[src/rtl/i2cm_pkg.sv]
package i2cm_pkg;
    localparam int unsigned DATA_W = 8;
    localparam int unsigned ADDR_W = 3;
    localparam int unsigned PRE_W  = 2 * DATA_W;
    localparam int unsigned SLOTS  = DATA_W + 1;
    localparam int unsigned BC_W   = $clog2(SLOTS + 1);

    localparam logic [ADDR_W-1:0] A_PRE_LO = 3'd0;
    localparam logic [ADDR_W-1:0] A_PRE_HI = 3'd1;
    localparam logic [ADDR_W-1:0] A_CTRL   = 3'd2;
    localparam logic [ADDR_W-1:0] A_DATA   = 3'd3;
    localparam logic [ADDR_W-1:0] A_CMDST  = 3'd4;

    localparam int unsigned B_EN    = 7;
    localparam int unsigned B_STA   = 7;
    localparam int unsigned B_STO   = 6;
    localparam int unsigned B_RD    = 5;
    localparam int unsigned B_WR    = 4;
    localparam int unsigned B_NACK  = 3;
    localparam int unsigned B_RXACK = 7;
    localparam int unsigned B_TIP   = 1;

    typedef enum logic [1:0] {SEG_IDLE, SEG_START, SEG_XFER, SEG_STOP} seg_e;

    typedef struct packed {
        logic sta;
        logic sto;
        logic rd;
        logic wr;
        logic nack;
    } cmd_t;
endpackage

[src/rtl/i2cm_regs.sv]
module i2cm_regs
    import i2cm_pkg::*;
(
    input  logic              clk,
    input  logic              rst_n,
    input  logic [ADDR_W-1:0] bus_addr,
    input  logic [DATA_W-1:0] bus_wdata,
    input  logic              bus_we,
    input  logic              bus_stb,
    output logic [DATA_W-1:0] bus_rdata,
    output logic              bus_ack,
    input  logic              busy,
    input  logic              rxack,
    input  logic [DATA_W-1:0] rxbyte,
    output logic [PRE_W-1:0]  presc,
    output logic              en,
    output logic [DATA_W-1:0] txbyte,
    output logic              go,
    output cmd_t              cmd
);
    logic [DATA_W-1:0] pre_lo, pre_hi, rd_mux, status;
    logic              access, cmd_any;

    assign presc   = {pre_hi, pre_lo};
    assign access  = bus_stb & ~bus_ack;
    assign cmd_any = bus_wdata[B_STA] | bus_wdata[B_STO] | bus_wdata[B_RD] | bus_wdata[B_WR];

    always_comb begin
        status          = '0;
        status[B_RXACK] = rxack;
        status[B_TIP]   = busy;
        case (bus_addr)
            A_PRE_LO: rd_mux = pre_lo;
            A_PRE_HI: rd_mux = pre_hi;
            A_CTRL:   rd_mux = {en, {(DATA_W-1){1'b0}}};
            A_DATA:   rd_mux = rxbyte;
            A_CMDST:  rd_mux = status;
            default:  rd_mux = '0;
        endcase
    end

    // single-cycle acknowledge; R3/R9: commands accepted only when enabled and idle
    always_ff @(posedge clk or negedge rst_n) begin
        if (!rst_n) begin
            pre_lo    <= '0;
            pre_hi    <= '0;
            en        <= 1'b0;
            txbyte    <= '0;
            go        <= 1'b0;
            cmd       <= '0;
            bus_ack   <= 1'b0;
            bus_rdata <= '0;
        end else begin
            bus_ack <= access;
            go      <= 1'b0;
            if (access) begin
                bus_rdata <= rd_mux;
                if (bus_we) begin
                    case (bus_addr)
                        A_PRE_LO: pre_lo <= bus_wdata;
                        A_PRE_HI: pre_hi <= bus_wdata;
                        A_CTRL:   en     <= bus_wdata[B_EN];
                        A_DATA:   txbyte <= bus_wdata;
                        A_CMDST: if (en && !busy && !go && cmd_any) begin
                            go  <= 1'b1;
                            cmd <= '{sta: bus_wdata[B_STA], sto: bus_wdata[B_STO],
                                     rd: bus_wdata[B_RD], wr: bus_wdata[B_WR],
                                     nack: bus_wdata[B_NACK]};
                        end
                        default: ;
                    endcase
                end
            end
        end
    end
endmodule

[src/rtl/i2cm_engine.sv]
module i2cm_engine
    import i2cm_pkg::*;
(
    input  logic              clk,
    input  logic              rst_n,
    input  logic              en,
    input  logic [PRE_W-1:0]  presc,
    input  logic              go,
    input  cmd_t              cmd,
    input  logic [DATA_W-1:0] txbyte,
    input  logic              sda_i,
    output logic              busy,
    output logic              rxack,
    output logic [DATA_W-1:0] rxbyte,
    output logic              scl_oe_n,
    output logic              sda_oe_n,
    output seg_e              seg
);
    localparam logic [BC_W-1:0] LAST_SLOT = BC_W'(SLOTS - 1);

    seg_e              st, st_n;
    logic [1:0]        ph, ph_n;
    logic [BC_W-1:0]   bc, bc_n;
    logic [PRE_W-1:0]  cnt;
    logic [DATA_W-1:0] sh;
    cmd_t              lat;
    logic              tick, step, wr_sel, msb_sel, scl_q, sda_q;

    assign busy     = (st != SEG_IDLE);
    assign seg      = st;
    assign rxbyte   = sh;
    assign scl_oe_n = scl_q;
    assign sda_oe_n = sda_q;
    assign tick     = busy && (cnt == presc);          // quarter = presc+1 clocks
    assign wr_sel   = (st == SEG_IDLE) ? cmd.wr : lat.wr;
    assign msb_sel  = (st == SEG_IDLE) ? txbyte[DATA_W-1] : sh[DATA_W-1];

    // next segment, phase and slot
    always_comb begin
        st_n = st;
        ph_n = ph;
        bc_n = bc;
        step = 1'b0;
        unique case (st)
            SEG_IDLE: if (go) begin
                step = 1'b1;
                ph_n = 2'd0;
                bc_n = '0;
                st_n = cmd.sta ? SEG_START : ((cmd.rd || cmd.wr) ? SEG_XFER : SEG_STOP);
            end
            default: if (tick) begin
                step = 1'b1;
                if (ph != 2'd3) begin
                    ph_n = ph + 2'd1;
                end else begin
                    ph_n = 2'd0;
                    unique case (st)
                        SEG_START: st_n = (lat.rd || lat.wr) ? SEG_XFER
                                        : (lat.sto ? SEG_STOP : SEG_IDLE);
                        SEG_XFER: begin
                            if (bc != LAST_SLOT) bc_n = bc + 1'b1;
                            else st_n = lat.sto ? SEG_STOP : SEG_IDLE;
                        end
                        default: st_n = SEG_IDLE;
                    endcase
                end
            end
        endcase
    end

    // state register
    always_ff @(posedge clk or negedge rst_n) begin
        if (!rst_n) begin
            st  <= SEG_IDLE;
            ph  <= 2'd0;
            bc  <= '0;
            cnt <= '0;
        end else if (!en) begin
            st  <= SEG_IDLE;
            ph  <= 2'd0;
            bc  <= '0;
            cnt <= '0;
        end else begin
            st  <= st_n;
            ph  <= ph_n;
            bc  <= bc_n;
            cnt <= (!busy || tick) ? '0 : cnt + 1'b1;
        end
    end

    // line and data outputs, one action per phase entry
    always_ff @(posedge clk or negedge rst_n) begin
        if (!rst_n) begin
            scl_q <= 1'b1;
            sda_q <= 1'b1;
            sh    <= '0;
            rxack <= 1'b0;
            lat   <= '0;
        end else if (!en) begin
            scl_q <= 1'b1;
            sda_q <= 1'b1;
        end else begin
            if (st == SEG_IDLE && go) begin
                lat <= cmd;
                sh  <= txbyte;
            end
            if (step) begin
                unique case (st_n)
                    SEG_START: unique case (ph_n)
                        2'd0: sda_q <= 1'b1;
                        2'd1: scl_q <= 1'b1;
                        2'd2: sda_q <= 1'b0;
                        default: scl_q <= 1'b0;
                    endcase
                    SEG_XFER: unique case (ph_n)
                        2'd0: if (bc_n == LAST_SLOT) sda_q <= wr_sel ? 1'b1 : lat.nack;
                              else sda_q <= wr_sel ? msb_sel : 1'b1;
                        2'd1: scl_q <= 1'b1;
                        2'd2: if (bc_n != LAST_SLOT) sh <= {sh[DATA_W-2:0], sda_i};
                              else if (lat.wr) rxack <= sda_i;
                        default: scl_q <= 1'b0;
                    endcase
                    SEG_STOP: unique case (ph_n)
                        2'd0: sda_q <= 1'b0;
                        2'd1: scl_q <= 1'b1;
                        2'd2: sda_q <= 1'b1;
                        default: ;
                    endcase
                    default: ;
                endcase
            end
        end
    end
endmodule

[src/rtl/i2c_byte_master.sv]
module i2c_byte_master
    import i2cm_pkg::*;
(
    input  logic              clk,
    input  logic              rst_n,
    input  logic [ADDR_W-1:0] bus_addr,
    input  logic [DATA_W-1:0] bus_wdata,
    input  logic              bus_we,
    input  logic              bus_stb,
    output logic [DATA_W-1:0] bus_rdata,
    output logic              bus_ack,
    output logic              scl_o,
    output logic              scl_oe_n,
    input  logic              sda_i,
    output logic              sda_o,
    output logic              sda_oe_n
);
    logic [PRE_W-1:0]  presc;
    logic [DATA_W-1:0] txbyte, rxbyte;
    logic              en, go, busy, rxack;
    cmd_t              cmd;
    seg_e              seg;

    assign scl_o = 1'b0;
    assign sda_o = 1'b0;

    i2cm_regs i_regs (
        .clk(clk), .rst_n(rst_n), .bus_addr(bus_addr), .bus_wdata(bus_wdata),
        .bus_we(bus_we), .bus_stb(bus_stb), .bus_rdata(bus_rdata), .bus_ack(bus_ack),
        .busy(busy), .rxack(rxack), .rxbyte(rxbyte), .presc(presc), .en(en),
        .txbyte(txbyte), .go(go), .cmd(cmd)
    );

    i2cm_engine i_eng (
        .clk(clk), .rst_n(rst_n), .en(en), .presc(presc), .go(go), .cmd(cmd),
        .txbyte(txbyte), .sda_i(sda_i), .busy(busy), .rxack(rxack), .rxbyte(rxbyte),
        .scl_oe_n(scl_oe_n), .sda_oe_n(sda_oe_n), .seg(seg)
    );
endmodule

[config.mk]
export PLATFORM = sky130hd
export DESIGN_NAME = i2c_byte_master
export DESIGN_NICKNAME = d
export VERILOG_FILES = /design/src/rtl/i2cm_pkg.sv /design/src/rtl/i2cm_regs.sv /design/src/rtl/i2cm_engine.sv /design/src/rtl/i2c_byte_master.sv
export SDC_FILE = /design/constraint.sdc
export NUM_CORES = 1
export LEC_CHECK = 0
export ABC_AREA = 1
export ABC_CLOCK_PERIOD_IN_PS = 2350
export BUFFER_PORTS_ARGS = -buffer_cell sky130_fd_sc_hd__clkbuf_2
export CAP_MARGIN = 30
export CORE_MARGIN = 3
export CORE_UTILIZATION = 55
export DETAILED_ROUTE_END_ITERATION = 16
export MAX_ROUTING_LAYER = met4
export PLACE_DENSITY = 0.76
export SYNTH_ARGS = -nofsm -noshare
export SYNTH_HDL_FRONTEND = slang
export SYNTH_SLANG_ARGS = --single-unit
[constraint.sdc]
create_clock -name clk -period 2.35 [get_ports clk]
set_input_delay 0.47 -clock clk [delete_from_list [all_inputs] [get_ports clk]]
set_output_delay 0.47 -clock clk [all_outputs]
set_load 0.01 [all_outputs]
==> results of run 1 <==
## repair_timing
item / in CTS / in global routing
endpoints found under the setup margin: 11 / 15
pin swaps: 14 / 6
resized for setup: 10 / 18
buffers inserted: 8 / 4
gates cloned: 0 / 1
## layer usage
metal | track usage | wire length [um]
met1 | 0.337 | 5110
met2 | 0.436 | 6230
met3 | 0.0479 | 705
met4 | 0.112 | 408
met5 | - | 0
## area by class of cell
class / count / area (um2) / area share
multi-input cells: 433 / 2330 / 0.400
clock inverters: 4 / 47.5 / 0.00815
well taps: 105 / 131 / 0.0225
inverters: 98 / 370 / 0.0635
clock buffers: 10 / 138 / 0.0236
flip-flops and latches: 79 / 1980 / 0.339
repair buffers: 118 / 836 / 0.143
## state kept, by name (all words and copies together), names as in the netlist, 2 cells and up
signal,count
i_regs.bus_rdata,8
i_eng.bc,4
i_eng.ph,2
i_regs.pre_lo,8
i_eng.seg,2
i_regs.cmd,5
i_eng.rxbyte,8
i_regs.txbyte,8
i_eng.lat,4
i_eng.cnt,16
i_regs.pre_hi,8
## cell usage after synthesis (all sizes together), types with 2 or more instances
library cell / n
nand2: 191
dfstp: 2
buf: 6
a21oi: 14
inv: 97
clkbuf: 5
o31ai: 3
o221ai: 3
xnor2: 4
a31oi: 3
o22ai: 5
xor2: 3
nand4: 12
ha: 10
nor4: 2
nor3: 12
o21ai: 61
dfrtp: 77
nand3: 32
nor3b: 2
nor2: 59
mux2: 7
## kinds of logic after synthesis
kind of cell | after synthesis | synth area share
AND/OR/NAND/NOR | 311 | 0.307
other | 1 | 0.000800
XOR/XNOR | 7 | 0.0131
flip-flops | 79 | 0.422
adder cells (fa/ha/maj) | 10 | 0.0267
AO/OA/AOI/OAI | 94 | 0.111
buffers and inverters | 111 | 0.100
multiplexers | 8 | 0.0189
## cell usage in the layout (no fill, tap or decap), types with 4 or more instances in the layout
cell and count:
nand2_1 174, buf_4 92, inv_1 81, dfrtp_1 77
o21ai_0 56, nor2_1 46, nand3_1 25, clkbuf_2 25
inv_2 15, nand2_2 14, a21oi_1 12, nand4_1 12
nor3_1 10, clkbuf_8 10, mux2_2 7, ha_1 7
nor2_2 6, nor2_4 6, nand3_2 5, o22ai_1 5
xnor2_1 4, o21ai_1 4
## report_power, final
group | total (W) | internal, W | switching [W]
Clock | 0.00101 | 0.000504 | 0.000501
Sequential | 0.00167 | 0.00154 | 0.000133
Combinational | 0.000965 | 0.000398 | 0.000567
Total | 0.00364 | 0.00244 | 0.00120
## metrics by stage
step / setup slack (ns) / area, um2
after CTS: -0.104 / 5730
after detailed placement: -0.197 / 5470
after global routing: -0.251 / 5830
final: -0.0832 / 5830
after floorplan: 0.0123 / 4690
after global placement: -0.0984 / 5470
## final timing paths
kind | from | endpoint | slack [ns] | depth (start not counted)
worst max-delay path | i_regs.pre_hi[3]$_DFFE_PN0P_ | i_eng.sda_oe_n$_DFFE_PN1P_ | -0.08 | 19
worst min-delay path | rst_n | i_eng.ph[1]$_DFF_PN0_ | 0.11 | 2
worst max register to register | i_regs.pre_hi[3]$_DFFE_PN0P_ | i_eng.sda_oe_n$_DFFE_PN1P_ | -0.08 | 19
worst min register to register | i_regs.cmd[0]$_DFFE_PN0P_ | i_regs.cmd[0]$_DFFE_PN0P_ | 0.49 | 2
max in group asynchronous | rst_n | i_regs.pre_hi[2]$_DFFE_PN0P_ | 1.89 | 2
min in group clk | sda_i | i_eng.rxack$_DFFE_PN0P_ | 0.34 | 3
## worst max-delay path, cell delays in order, from the launching register on
cell,delay (ns)
dfrtp_1,0.41
inv_1,0.09
nand2_1,0.05
nand2_1,0.09
nor2_1,0.05
nand2_1,0.12
nor2_4,0.05
nand3_4,0.09
nor2_4,0.05
o31ai_1,0.34
a21oi_2,0.09
buf_4,0.16
ha_4,0.16
inv_2,0.06
nand2_2,0.07
o31ai_2,0.18
inv_1,0.08
nand3_1,0.07
nor2_1,0.05
a21oi_2,0.11
==> out/summary.txt, run 1 <==
Tmin final: 2.43 ns
core region area: 8260 um2
status: complete, but fails checks
DRC: 0
Layout Skew: 0.00875 ns
Worst slew margin: 0.638
Syn Inst Count: 621
total track usage: 0.270
endpoints failing setup: 11
PD cells: 624 nW/um2
Cell variety after synth: 47
Die Area: 9670 um2
Die Span X: 98.3 um
fin cells: 847
first-pass GRT wire length: 20.4 mm
routed vias: 4513
share of the synthesized area in the top cell type: 0.411
first-pass detailed-route iteration total: 7
num rows: 33
critical setup path kind: reg2reg
vias in the first global route: 4380
Worst-Margin Slew: 0.539 ns
max_cap viols: 0
startpoint class of the critical path: register
clk slew on worst S/H paths: 0.08 ns
Starting Density: 0.568
area grow syn2layout: 24.4%
Layout Utilization: 0.707
Root Buffer: clkbuf_8
Detailed Place HPWL: 8.94 mm
failing checks: setup timing
H-tree levels: 3
Yosys warnings: 0
drt wl/cell: 14.7 um
worst min path class: in2async
initial antenna violation count: 0
post-synthesis sequential area ratio: 0.422
grt ovf: 0
clk_lat worst skew: 0.36 ns
fraction of layout cells with a size suffix above 1: 0.278
CTS max path bufs: 2
Yosys reg bits: 79
Post-Syn Area: 4690 um2
Worst VDD drop: 0.325 mV
post-synth top area cell: dfrtp_1
setup TNS: -0.533 ns
antenna cells: 0
Syn Area/Cell: 7.55 um2
Setup WS post-layout: -0.0832 ns
critical path required time: 2.65 ns
Slew Limit Fails: 0
WL final: 12.5 mm
RSZ-0062 raised after global routing: yes
Num Clock Sinks: 79
Vias/cell: 5.33
hold_ws: 0.115 ns
Power, Total: 0.00364 W
crit-path max FO: 4
final hold vios: 0
Async SR Flop Fraction: 1.00
Nets: 765
pin count of the biggest net entering global routing: 80
CTS buffer count: 9
Synth Flop Type: dfrtp_1
io pins: 29
TritonCTS clock tree: yes
Port Buffers: 26
Routed Antenna Nets: 0
number of synthesized flops with an enable pin: 0
final worst path period share: 1.04
Critical Path Sink Type: register
placer congestion estimate: 0.924
Max Freq: 0.411 GHz
DR iter-0 viols: 375
top post-synthesis cells by area: dfrtp_1 (41%), nand2_1 (14%), inv_1 (7.0%)
Filler cells: 669
WP data arrival: 2.73 ns
die height: 98.3 um
Leak: 3.01 nW
placed insts: 820
CTS Hold Buffers Added: 0
No activity file was read; power rests on OpenSTA's default activity.
==> run 2, diff against run 1 <==
--- a/config.mk
+++ b/config.mk
@@ -5,15 +5,15 @@
 export SDC_FILE = /design/constraint.sdc
 export NUM_CORES = 1
 export LEC_CHECK = 0
-export ABC_AREA = 1
+export ABC_AREA = 0
 export ABC_CLOCK_PERIOD_IN_PS = 2350
 export BUFFER_PORTS_ARGS = -buffer_cell sky130_fd_sc_hd__clkbuf_2
 export CAP_MARGIN = 30
 export CORE_MARGIN = 3
-export CORE_UTILIZATION = 55
+export CORE_UTILIZATION = 54
 export DETAILED_ROUTE_END_ITERATION = 16
 export MAX_ROUTING_LAYER = met4
-export PLACE_DENSITY = 0.76
+export PLACE_DENSITY = 0.75
 export SYNTH_ARGS = -nofsm -noshare
 export SYNTH_HDL_FRONTEND = slang
 export SYNTH_SLANG_ARGS = --single-unit
==> out/summary.txt, run 2 <==
most frequent CP cell: a211oi_2
drt wl/cell: 17.6 um (+20%)
Yosys warnings: 0 (unchanged)
total track usage: 0.273 (+0.00259)
first-pass detailed-route iteration total: 5 (-2)
Starting Density: 0.564 (-0.00330)
Layout Utilization: 0.722 (+0.0153)
DR iter-0 viols: 330 (-12%)
commonest cells in the netlist: dfrtp_1 (77), nand2_1 (48), nor2_1 (44), mux2_2 (31), xor2_1 (20)
post-synthesis xor/xnor area fraction: 0.0550 (+0.0420)
critical path required time: 2.59 ns (-0.06 ns)
crit-path max FO: 7 (+3)
Simple-Gate Fraction of Synth Area: 0.173 (-0.134)
number of synthesized flops with an enable pin: 0 (unchanged)
CTS max path bufs: 2 (unchanged)
Filler cells: 499 (-25%)
first-pass GRT wire length: 17.8 mm (-13%)
core region area: 7330 um2 (-11%)
Setup WS post-layout: -0.807 ns (-0.723 ns)
Worst slew margin: 0.626 (-0.0118)
fin cells: 617 (-27%)
DRC: 0 (unchanged)
WP data arrival: 3.40 ns (+0.67 ns)
Sw Ratio: 0.279 (-0.0511)
post-synthesis sequential area ratio: 0.478 (+0.0562)
combinational power share: 0.173 (-0.092)
most frequent cells in the layout: buf_4 (79), dfrtp_1 (77), nand2_1 (48), nor2_1 (40), mux2_2 (30)
Worst R2R Start: i_regs.pre_hi[3]$_DFFE_PN0P_
Worst VDD drop: 0.357 mV (+9.9%)
final worst path period share: 1.34 (+0.308)
main combinational cell family by area after synthesis: simple AND/OR/NAND/NOR gates
antenna cells: 0 (unchanged)
final hold vios: 0 (unchanged)
placer congestion estimate: 0.931 (+0.79%)
RSZ-0062 raised after global routing: yes
Highest Signal Layer: met4
Critical Path End: i_eng.rxbyte[0]$_DFFE_PN0P_
Port Buffers: 26 (unchanged)
Slew Limit Fails: 0 (unchanged)
multiplexer share of the synthesized area: 0.102 (+0.0830)
Tmin final: 3.16 ns (+0.723 ns)
PD cells: 593 nW/um2 (-5.0%)
r2r endpoint: i_eng.rxbyte[0]$_DFFE_PN0P_
Routed Antenna Nets: 0 (unchanged)
Worst-Margin Slew: 0.556 ns (+0.0167 ns)
met2 WL: 5.04 mm (-19%)
max_cap viols: 0 (unchanged)
WL final: 10.9 mm (-13%)
worst stage delay on the critical path: 0.42 ns (about the same)
CTS Hold Buffers Added: 0 (unchanged)
area grow syn2layout: 27.9%
top-count cell post-synth: dfrtp_1
Nets: 539 (-30%)
CP top delay family: compound AO/OA/AOI/OAI gates
Root Buffer: clkbuf_8
Seq pwr share: 0.507 (+0.048)
Critical Path, Cell by Cell: xor2_2 > nor4_2 > nand4_1 > buf_4 > nor3b_4 > a211oi_2 > a211oi_2 > ha_2 > and2_4 > o2111ai_4 > a31oi_4 > nor2_1 > a221o_1
Reg2Reg Depth: 13 (-6)
top post-synthesis cells by area: dfrtp_1 (47%), mux2_2 (8.4%), nand2_1 (4.4%)
startpoint class of the critical path: register
Power, Total: 0.00314 W (-14%)
initial antenna violation count: 0 (unchanged)
vias in the first global route: 3453 (-21%)
post-synth top area cell: dfrtp_1
share of the synthesized area in the top cell type: 0.466 (+0.0547)
most common cell after layout, fill and taps aside: buf_4
critical path startpoint: i_regs.pre_hi[3]$_DFFE_PN0P_
fraction of layout cells with a size suffix above 1: 0.346 (+0.0679)
Finished Cell Area: 5290 um2 (-9.3%)
die height: 93.5 um (-4.9%)
failing checks: setup timing
CTS buffer count: 9 (unchanged)
Buf+Inv Stages, Crit Path: 1 (-3)
Leak: 2.53 nW (-16%)
metal1 wirelength: 5.04 mm (-1.4%)
Crit-path slowest cell: dfrtp_1
status: complete, but fails checks
grt ovf: 0 (unchanged)
critical setup path kind: reg2reg
Num Clock Sinks: 79 (unchanged)
Die Area: 8750 um2 (-9.5%)
Crit path depth: 13 (-6)
Net Sw Power: 0.000874 W (-27%)
Max Freq: 0.317 GHz (-23%)
Post-Synth Adder-Cell Area: 0.0302 (+0.00355)
Cell variety after synth: 46 (-2.1%)
endpoints failing setup: 13 (+2)
Critical Path Sink Type: register
Clock Power Share: 0.320 (+0.044)
clk slew on worst S/H paths: 0.09 ns (about the same)
Yosys reg bits: 79 (unchanged)
Int Power: 0.00226 W (-7.3%)
worst min path class: in2async
Vias/cell: 5.71 (+7.2%)
Syn Area/Cell: 10.1 um2 (+34%)
Largest Register: i_eng.cnt
H-tree levels: 3 (unchanged)
clk_lat worst skew: 0.36 ns (about the same)
flop-to-flop setup slack: -0.81 ns (-0.72 ns)
Placed Instance Area: 4920 um2 (-9.9%)
TritonCTS clock tree: yes
Post-Syn Area: 4140 um2 (-12%)
num rows: 31 (-6.1%)
Syn Inst Count: 409 (-34%)
Layout Skew: 0.0190 ns (+0.0102 ns)
Detailed Place HPWL: 7.60 mm (-15%)
compound-gate portion of the synthesized area: 0.124 (+0.0132)
io pins: 29 (unchanged)
Synth Flop Type: dfrtp_1
WL met3: 635 um (-9.9%)
number of flip-flops in the largest register: 16 (unchanged)
pin count of the biggest net entering global routing: 41 (-49%)
placed insts: 594 (-28%)
Die Span X: 93.5 um (-4.9%)
Async SR Flop Fraction: 1.00 (unchanged)
routed vias: 3524 (-22%)
run 2: changes by cell type in the layout (fill, tap and decap cells not counted), moves of 7 or more:
cell / change
inv_2: -15
mux2_2: +23
nand4_1: -7
a221o_1: +8
xor2_1: +16
buf_4: -13
a22o_1: +12
nand2_2: -14
nand2_1: -126
inv_1: -62
nand3_1: -11
o21ai_0: -38
run 2: final cells by class:
cell class              count  area [um2]  area share
inverters                  19        71.3      0.0135
multi-input cells         298        2170       0.410
flip-flops and latches     79        1980       0.374
well taps                  99         124      0.0234
repair buffers            106         758       0.143
clock buffers              11         131      0.0248
clock inverters             5        58.8      0.0111
run 2: kinds of logic (layout without fill, tap and decap cells):
group,count (synthesis),count (layout)
simple gates,153,153
flops,79,79
compound gates,69,70
mux,37,37
buf+inv,34,141
xor+xnor,26,26
fa+ha+maj,10,10
other cells,1,2
run 2: worst min-delay path by stage:
stage	end	start	depth (start not counted)
floorplan	i_eng.bc[0]$_DFF_PN0_	rst_n	0
global placement	i_eng.lat[0]$_DFFE_PN0P_	i_regs.cmd[0]$_DFFE_PN0P_	2
detailed placement	i_eng.lat[0]$_DFFE_PN0P_	i_regs.cmd[0]$_DFFE_PN0P_	2
CTS	i_eng.bc[1]$_DFF_PN0_	rst_n	1
global route	i_eng.cnt[4]$_DFF_PN0_	rst_n	1
finish	i_eng.bc[1]$_DFF_PN0_	rst_n	1
run 2: power by group through the flow:
| stage | Clock [W] | Sequential (W) | Combinational, W |
|---|---|---|---|
| after floorplan | 0 | 0.00160 | 0.000258 |
| after global placement | 0 | 0.00160 | 0.000494 |
| after detailed placement | 0 | 0.00161 | 0.000511 |
| after CTS | 0.00101 | 0.00159 | 0.000523 |
| after global routing | 0.00107 | 0.00160 | 0.000589 |
| final | 0.00100 | 0.00159 | 0.000541 |
run 2: layer usage:
metal | vias to the layer above | GRT usage
met1 | 1755 | 0.392
met4 | 0 | 0.0734
met5 | - | -
li1 | 1650 | -
met2 | 103 | 0.407
met3 | 16 | 0.0442
run 2: per-stage QoR:
stage | setup TNS (ns) | worst slack [ns] | hold slack, ns
final | -7.89 | -0.807 | 0.0909
after CTS | -7.72 | -0.774 | 0.100
after global routing | -10.81 | -1.03 | 0.122
after floorplan | -6.34 | -0.701 | 0.174
after global placement | -7.28 | -0.720 | 0.449
after detailed placement | -8.97 | -0.922 | 0.463
run 2: timing repair:
action	4_1_cts	5_1_grt
endpoints found under the hold margin	0	0
setup endpoints to repair	12	15
pin swaps	10	12
gates resized for setup	6	16
cloned	1	0
buffers inserted	6	3
